--- src/rtl/wdog_pkg.sv ---
package wdog_pkg;
  localparam logic [31:0] KICK_KEY       = 32'h0000_4755;
  localparam logic [7:0]  KEY_POL_HIGH   = 8'hA5;
  localparam logic [7:0]  KEY_POL_LOW    = 8'h5A;
  localparam logic [7:0]  KEY_PUSH_PULL  = 8'hA8;
  localparam logic [7:0]  KEY_OPEN_DRAIN = 8'h8A;

  localparam logic [2:0] ADDR_COUNT  = 3'd0;
  localparam logic [2:0] ADDR_RELOAD = 3'd1;
  localparam logic [2:0] ADDR_KICK   = 3'd2;
  localparam logic [2:0] ADDR_CTRL   = 3'd3;
  localparam logic [2:0] ADDR_WIDTH  = 3'd4;

  typedef enum logic [1:0] {
    KIND_SOC  = 2'd0,
    KIND_CHIP = 2'd1,
    KIND_CPU  = 2'd2
  } rstKindT;

  // strobes from register control into the datapath
  typedef struct packed {
    logic loadCount;
  } strobeT;

  typedef struct packed {
    logic       enable;
    logic       rstEn;
    logic       irqEn;
    logic       extEn;
    logic       tickSel;
    logic [1:0] mode;
    logic       polHigh;
    logic       pushPull;
  } cfgT;
endpackage

--- src/rtl/wdog_regs.sv ---
module wdog_regs
  import wdog_pkg::*;
#(
  parameter int CNT_W = 32,
  parameter int PW_W  = 20
) (
  input  logic             clk,
  input  logic             rstN,
  input  logic             regWr,
  input  logic [2:0]       regAddr,
  input  logic [31:0]      regWdata,
  output logic [31:0]      regRdata,
  input  logic [CNT_W-1:0] count,
  output strobeT           strobe,
  output cfgT              cfg,
  output logic [CNT_W-1:0] reloadVal,
  output logic [PW_W-1:0]  widthVal
);
  localparam int CTRL_W = 7;
  localparam logic [PW_W-1:0] WIDTH_RST = PW_W'(8'hFF);

  logic [CTRL_W-1:0] ctrlReg;
  logic polHigh;
  logic pushPull;
  logic wrReload, wrKick, wrCtrl, wrWidth;
  logic [7:0] topByte;

  assign wrReload = regWr && (regAddr == ADDR_RELOAD);
  assign wrKick   = regWr && (regAddr == ADDR_KICK);
  assign wrCtrl   = regWr && (regAddr == ADDR_CTRL);
  assign wrWidth  = regWr && (regAddr == ADDR_WIDTH);
  assign topByte  = regWdata[31:24];

  always_ff @(posedge clk or negedge rstN) begin
    if (!rstN) begin
      ctrlReg   <= '0;
      reloadVal <= '0;
      widthVal  <= WIDTH_RST;
      polHigh   <= 1'b0;
      pushPull  <= 1'b0;
    end else begin
      if (wrReload) reloadVal <= regWdata[CNT_W-1:0];
      if (wrCtrl)   ctrlReg   <= regWdata[CTRL_W-1:0];
      if (wrWidth) begin
        widthVal <= regWdata[PW_W-1:0];
        case (topByte)
          KEY_POL_HIGH:   polHigh  <= 1'b1;
          KEY_POL_LOW:    polHigh  <= 1'b0;
          KEY_PUSH_PULL:  pushPull <= 1'b1;
          KEY_OPEN_DRAIN: pushPull <= 1'b0;
          default: ;
        endcase
      end
    end
  end

  always_comb begin
    strobe.loadCount = (wrKick && (regWdata == KICK_KEY)) ||
                       (wrCtrl && regWdata[0] && !ctrlReg[0]);
    cfg.enable   = ctrlReg[0];
    cfg.rstEn    = ctrlReg[1];
    cfg.irqEn    = ctrlReg[2];
    cfg.extEn    = ctrlReg[3];
    cfg.tickSel  = ctrlReg[4];
    cfg.mode     = ctrlReg[6:5];
    cfg.polHigh  = polHigh;
    cfg.pushPull = pushPull;
  end

  always_comb begin
    case (regAddr)
      ADDR_COUNT:  regRdata = 32'(count);
      ADDR_RELOAD: regRdata = 32'(reloadVal);
      ADDR_CTRL:   regRdata = 32'(ctrlReg);
      ADDR_WIDTH:  regRdata = 32'(widthVal) | {polHigh, pushPull, 30'b0};
      default:     regRdata = '0;
    endcase
  end

  // the exact key always produces a reload strobe
  assert_kick_loads_R4: assert property (@(posedge clk) disable iff (!rstN)
    (wrKick && regWdata == KICK_KEY) |-> strobe.loadCount);

  // polarity only moves on its own keys
  assert_pol_keyed_R7: assert property (@(posedge clk) disable iff (!rstN)
    (wrWidth && topByte != KEY_POL_HIGH && topByte != KEY_POL_LOW) |=> $stable(polHigh));

  // drive mode only moves on its own keys
  assert_drive_keyed_R7: assert property (@(posedge clk) disable iff (!rstN)
    (wrWidth && topByte != KEY_PUSH_PULL && topByte != KEY_OPEN_DRAIN) |=> $stable(pushPull));
endmodule

--- src/rtl/wdog_core.sv ---
module wdog_core
  import wdog_pkg::*;
#(
  parameter int CNT_W = 32,
  parameter int PW_W  = 20
) (
  input  logic             clk,
  input  logic             rstN,
  input  logic             tickUs,
  input  strobeT           strobe,
  input  cfgT              cfg,
  input  logic [CNT_W-1:0] reloadVal,
  input  logic [PW_W-1:0]  widthVal,
  output logic [CNT_W-1:0] count,
  output logic             rstReq,
  output rstKindT          rstKind,
  output logic             irqOut,
  output logic             extOut,
  output logic             extOe
);
  logic countStep;
  logic expire;
  logic pulseActive;
  logic [PW_W-1:0] remain;
  logic extLevel;
  rstKindT kindNext;

  assign countStep = cfg.enable && (cfg.tickSel ? tickUs : 1'b1);
  assign expire    = !strobe.loadCount && countStep && (count <= CNT_W'(1));

  always_comb begin
    case (cfg.mode)
      2'd0:    kindNext = KIND_SOC;
      2'd1:    kindNext = KIND_CHIP;
      default: kindNext = KIND_CPU;
    endcase
  end

  // countdown with auto-reload on expiry
  always_ff @(posedge clk or negedge rstN) begin
    if (!rstN) begin
      count <= '0;
    end else if (strobe.loadCount) begin
      count <= reloadVal;
    end else if (countStep) begin
      count <= (count <= CNT_W'(1)) ? reloadVal : count - CNT_W'(1);
    end
  end

  always_ff @(posedge clk or negedge rstN) begin
    if (!rstN) begin
      rstReq  <= 1'b0;
      irqOut  <= 1'b0;
      rstKind <= KIND_SOC;
    end else begin
      rstReq <= expire && cfg.rstEn;
      irqOut <= expire && cfg.irqEn;
      if (expire) rstKind <= kindNext;
    end
  end

  // pulse generator: counts remaining ticks, ignores expiries while active
  always_ff @(posedge clk or negedge rstN) begin
    if (!rstN) begin
      pulseActive <= 1'b0;
      remain      <= '0;
    end else if (!pulseActive) begin
      if (expire && cfg.extEn) begin
        pulseActive <= 1'b1;
        remain      <= widthVal;
      end
    end else if (tickUs) begin
      if (remain == '0) pulseActive <= 1'b0;
      else              remain      <= remain - PW_W'(1);
    end
  end

  assign extLevel = cfg.polHigh ? pulseActive : !pulseActive;
  assign extOut   = cfg.pushPull ? extLevel : 1'b0;
  assign extOe    = cfg.pushPull ? 1'b1 : !extLevel;

  // a plain step lowers the count by one
  assert_count_step_R2: assert property (@(posedge clk) disable iff (!rstN)
    (countStep && !strobe.loadCount && count > CNT_W'(1)) |=> count == $past(count - CNT_W'(1)));

  // a reset request needs the reset enable
  assert_req_enabled_R3: assert property (@(posedge clk) disable iff (!rstN)
    rstReq |-> $past(cfg.rstEn));

  // a pulse only begins when the external signal is enabled
  assert_pulse_start_R5: assert property (@(posedge clk) disable iff (!rstN)
    $rose(pulseActive) |-> $past(cfg.extEn));

  // without a tick, an active pulse holds its remaining length
  assert_no_retrigger_R6: assert property (@(posedge clk) disable iff (!rstN)
    (pulseActive && !tickUs) |=> (pulseActive && $stable(remain)));
endmodule

--- src/rtl/wdog_pulse_top.sv ---
module wdog_pulse_top
  import wdog_pkg::*;
#(
  parameter int CNT_W = 32,
  parameter int PW_W  = 20
) (
  input  logic        clk,
  input  logic        rstN,
  input  logic        tickUs,
  input  logic        regWr,
  input  logic [2:0]  regAddr,
  input  logic [31:0] regWdata,
  output logic [31:0] regRdata,
  output logic        rstReq,
  output logic [1:0]  rstKind,
  output logic        irqOut,
  output logic        extOut,
  output logic        extOe
);
  strobeT           strobe;
  cfgT              cfg;
  logic [CNT_W-1:0] count;
  logic [CNT_W-1:0] reloadVal;
  logic [PW_W-1:0]  widthVal;
  rstKindT          kind;

  wdog_regs #(.CNT_W(CNT_W), .PW_W(PW_W)) u_regs (
    .clk(clk), .rstN(rstN), .regWr(regWr), .regAddr(regAddr),
    .regWdata(regWdata), .regRdata(regRdata), .count(count),
    .strobe(strobe), .cfg(cfg), .reloadVal(reloadVal), .widthVal(widthVal)
  );

  wdog_core #(.CNT_W(CNT_W), .PW_W(PW_W)) u_core (
    .clk(clk), .rstN(rstN), .tickUs(tickUs), .strobe(strobe), .cfg(cfg),
    .reloadVal(reloadVal), .widthVal(widthVal), .count(count),
    .rstReq(rstReq), .rstKind(kind), .irqOut(irqOut),
    .extOut(extOut), .extOe(extOe)
  );

  assign rstKind = kind;
endmodule

--- config.mk ---
export PLATFORM = sky130hd
export DESIGN_NAME = wdog_pulse_top
export DESIGN_NICKNAME = d
export VERILOG_FILES = /design/src/rtl/wdog_pkg.sv /design/src/rtl/wdog_regs.sv /design/src/rtl/wdog_core.sv /design/src/rtl/wdog_pulse_top.sv
export SDC_FILE = /design/constraint.sdc
export NUM_CORES = 1
export LEC_CHECK = 0
export BUFFER_PORTS_ARGS = -buffer_cell sky130_fd_sc_hd__buf_2
export CORE_AREA = 2 2 112 114
export DETAILED_ROUTE_END_ITERATION = 6
export DIE_AREA = 0 0 114 116
export GPL_TIMING_DRIVEN = 0
export MAX_ROUTING_LAYER = met4
export PLACE_DENSITY = 0.77
export SETUP_SLACK_MARGIN = 0.3
export SYNTH_ARGS = -nofsm -noshare
export SYNTH_HDL_FRONTEND = slang
export SYNTH_SLANG_ARGS = --single-unit
export TNS_END_PERCENT = 20
--- constraint.sdc ---
create_clock -name clk -period 3.39 [get_ports clk]
set_input_delay 0.678 -clock clk [delete_from_list [all_inputs] [get_ports clk]]
set_output_delay 0.678 -clock clk [all_outputs]
set_load 0.01 [all_outputs]
==> out/summary.txt <==
STATUS
------------------------------------------------------------------------------
Status                                                            finished clean

TIMING
------------------------------------------------------------------------------
Achievable clock frequency                                             319 MHz
Final critical path time including I/O delays and setup                3.13 ns
Final setup fails                                                            0
Number of max-slew violations in the final report                            0
Final-report hold violation count                                            0
Least setup slack across all paths after layout                       0.260 ns
Tightest slew margin relative to the limit                               0.454
Largest clock skew in the final design                              0.00729 ns
Setup repair after global routing missed its margin                        yes
Final total negative setup slack                                          0 ns
Post-route fraction of the period consumed by the critical path          0.923
Slew at the pin closest to its max-slew limit                         0.813 ns

POWER
------------------------------------------------------------------------------
Static Leak                                                            3.63 nW
IR drop worst, VDD                                                  0.000627 V
Total power divided by cell area                                    668 mW/mm2

DETAILED ROUTING
------------------------------------------------------------------------------
Initial DRC count                                                          659
Number of nets with antenna violations after detailed routing                0
Drt total wl                                                           22.8 mm
Vias after detailed routing                                               6421
Via/cell ratio                                                            6.61
1st-pass router iterations                                                   5
Remaining design rule violation count                                        0
Wirelength per Cell                                                    23.5 um

PLACED DESIGN
------------------------------------------------------------------------------
Dpl cells                                                                  936
Minimum setup slack after placement                                  -0.698 ns
Placer's final routability congestion estimate                            1.02
Half-perimeter wire length of the detailed placement result            16.2 mm
Count of buffers from port buffering                                        76

FLOORPLAN
------------------------------------------------------------------------------
Effective utilization at floorplan                                       0.579
Vertical die dimension                                                  116 um
Rows                                                                        40
Floorplan die area                                                  0.0132 mm2
Standard cell core area                                             0.0119 mm2
I/O pins                                                                    77
Die span in x                                                           114 um

SYNTHESIS
------------------------------------------------------------------------------
Mean Syn Cell Area                                                    9.69 um2
Syn Nets                                                                   754
Number of standard cells after synthesis                                   712
Most frequently used flop master after synthesis                  sky130_fd_sc_hd__dfrtp_1
Yosys reg bits                                                             118
Netlist area before placement                                      0.00690 mm2
Cell taking the most area after synthesis                         sky130_fd_sc_hd__dfrtp_1
Unique masters post-synth                                                   62
Sequential fraction of the synthesis area                                0.430
Top cells by instance count after synthesis                       sky130_fd_sc_hd__dfrtp_1, sky130_fd_sc_hd__mux2_2, sky130_fd_sc_hd__nor2_1
Synth area leaders                                                sky130_fd_sc_hd__dfrtp_1, sky130_fd_sc_hd__mux2_2, sky130_fd_sc_hd__mux2i_1
Share of the synthesized area in the top cell type                       0.399
Post-synth EDFFs                                                             0
Cell with the most instances after synthesis                      sky130_fd_sc_hd__dfrtp_1
Share of flip-flops with an asynchronous set or reset                     1.00
Number of warnings reported in the yosys synthesis log                       0

GRT
------------------------------------------------------------------------------
Congestion Overflow GR                                                       0
Vias in the first global route                                            6321
Initial antenna violation count                                              0
Maximum number of pins on one net before global-route repair                93
Total Routing Usage GR                                                   0.372
First-pass GRT wire length                                             35.6 mm

LAYOUT
------------------------------------------------------------------------------
Share of layout cells above drive strength 1                             0.280
Final Instance Count excl. Fillers                                         971
Diode count                                                                  0
Area grow syn2layout                                                     19.6%
Multi-input gate area                                              0.00370 mm2
Area occupied by registers                                         0.00296 mm2
Count of nets after finishing                                              853
Fill cell instance count of the final layout                               944

CLOCK TREE
------------------------------------------------------------------------------
Number of buffers inserted during clock tree synthesis                      17
Number of buffers on the longest clock path                                  2
Clock latency reported for the late side of the worst-skew pair        0.43 ns
Clock Sinks                                                                118
Clock tree from TritonCTS                                                  yes
Reg clk slew, reported paths                                           0.06 ns
Cell at the root of the clock tree                                sky130_fd_sc_hd__clkbuf_16
CTS H-tree depth                                                             4

CRITICAL PATH
------------------------------------------------------------------------------
Start of the worst register-to-register path                      u_core.remain[0]
Reg2Reg Capture Point                                             u_core.remain[6]
Register-to-register setup slack                                       0.27 ns
Critical Path Start Type                                             input pin
Required time at the endpoint of the critical path                     3.73 ns
Kind of end point of the critical path                                register
Data arrival time of the critical path                                 3.47 ns
Worst-path maximum fanout                                                   10
Depth of the most critical reg-to-reg path                                  10
Critical setup path kind                                          input pin to register

FLOW RUN
------------------------------------------------------------------------------
Max_cap viols                                                                0

HOLD PATH
------------------------------------------------------------------------------
Path category of the worst min-delay check                        input pin to async pin

## area by class of cell
class | count | area share
multi-input combinational | 523 | 0.449
tap | 147 | 0.0223
inverter | 25 | 0.0114
clock inverter | 12 | 0.0212
timing repair buffer | 80 | 0.0545
sequential | 118 | 0.359
clock buffer | 20 | 0.0554
buffer | 46 | 0.0269
## worst max-delay path, cell delays in order
cell and delay, ns:
sky130_fd_sc_hd__buf_2 0.10, sky130_fd_sc_hd__nor2b_1 0.15, sky130_fd_sc_hd__clkbuf_2 0.31, sky130_fd_sc_hd__nand3_2 0.29, sky130_fd_sc_hd__or3b_2 0.60, sky130_fd_sc_hd__nand3_1 0.34, sky130_fd_sc_hd__buf_2 0.33, sky130_fd_sc_hd__clkbuf_2 0.32
sky130_fd_sc_hd__o21ai_0 0.16, sky130_fd_sc_hd__a22oi_1 0.17
## kinds of logic after synthesis
logic type / share of synthesized area
AND/OR/NAND/NOR: 0.198
AO/OA/AOI/OAI: 0.173
flip-flops: 0.430
multiplexers: 0.150
buffers and inverters: 0.0426
adder cells (fa/ha/maj): 0.00544
XOR/XNOR: 0.00127
## power by group
part           total [mW]  internal, mW  leakage [nW]  switching [mW]
clock network        1.95          1.27         0.302           0.684
logic                1.32         0.584          1.92           0.735
registers            2.24          1.80          1.41           0.443
total                5.51          3.65          3.63            1.86
## worst max-delay path by stage
stage / start / endpoint / slack, ns / depth (start not counted)
2_1_floorplan: u_core.remain[0] / u_core.remain[6] / 0.43 / 10
3_3_place_gp: regAddr[0] / u_core.count[16] / -0.73 / 9
3_5_place_dp: regAddr[0] / u_core.count[17] / -0.70 / 9
4_1_cts: u_core.remain[0] / u_core.remain[14] / 0.17 / 10
5_1_grt: regAddr[0] / u_core.count[22] / 0.18 / 10
6_report: regAddr[0] / u_core.count[22] / 0.26 / 10
## per-stage QoR
stage | hold WS (ns) | area [um2] | power (mW) | util
after floorplan | 0.382 | 6900 | 2.99 | -
after global placement | 0.476 | 7460 | 3.44 | 0.626
after detailed placement | 0.476 | 7500 | 3.49 | 0.629
after CTS | 0.115 | 8180 | 5.45 | 0.687
after global routing | 0.120 | 8250 | 5.75 | 0.692
final | 0.112 | 8250 | 5.51 | 0.692
## metal layers
layer	wire length (um)	global-route usage
met1	9490	0.474
met2	11000	0.590
met3	1670	0.0821
met4	662	0.134
met5	0	-
## cells in the final DEF, fill, tap and decap left out, types with 4 or more instances in the layout
master,count
sky130_fd_sc_hd__dfrtp_1,110
sky130_fd_sc_hd__buf_2,80
sky130_fd_sc_hd__mux2_2,66
sky130_fd_sc_hd__nor2_1,64
sky130_fd_sc_hd__nand2_1,38
sky130_fd_sc_hd__nor3_1,36
sky130_fd_sc_hd__a21oi_1,32
sky130_fd_sc_hd__o21ai_0,30
sky130_fd_sc_hd__mux2i_1,29
sky130_fd_sc_hd__nand3_1,24
sky130_fd_sc_hd__inv_1,23
sky130_fd_sc_hd__a22oi_1,22
sky130_fd_sc_hd__clkbuf_1,21
sky130_fd_sc_hd__clkbuf_16,17
sky130_fd_sc_hd__clkbuf_2,13
sky130_fd_sc_hd__nor4_1,12
sky130_fd_sc_hd__a31oi_1,11
sky130_fd_sc_hd__a22o_1,11
sky130_fd_sc_hd__and3_1,10
sky130_fd_sc_hd__o32a_1,10
sky130_fd_sc_hd__or3_1,9
sky130_fd_sc_hd__nand4_1,9
sky130_fd_sc_hd__o22a_1,8
sky130_fd_sc_hd__or4_1,8
sky130_fd_sc_hd__dfstp_2,8
sky130_fd_sc_hd__o22ai_1,6
sky130_fd_sc_hd__a2bb2oi_1,5
sky130_fd_sc_hd__nor4b_1,5
sky130_fd_sc_hd__a211o_1,5
sky130_fd_sc_hd__and2_1,5
sky130_fd_sc_hd__a221o_1,4
sky130_fd_sc_hd__buf_6,4
sky130_fd_sc_hd__or2_2,4
sky130_fd_sc_hd__nor2b_1,4
sky130_fd_sc_hd__buf_1,4
sky130_fd_sc_hd__and4b_1,4
sky130_fd_sc_hd__bufinv_16,4
## sequential cells by signal, indices dropped and copies added, names as in the netlist
signal              cells
u_core.remain          20
u_core.pulseActive      1
u_regs.pushPull         1
u_core.irqOut           1
u_core.rstReq           1
u_core.count           32
u_regs.ctrlReg          7
u_regs.reloadVal       32
u_regs.polHigh          1
u_core.rstKind          2
u_regs.widthVal        20
## what timing repair did
item	4_1_cts	5_1_grt
buffers inserted	0	3
setup endpoints to repair	73	66
hold buffers	0	0
pin swaps	0	3
resized for setup	16	21
Note: power is estimated with default switching activity, not from simulation.
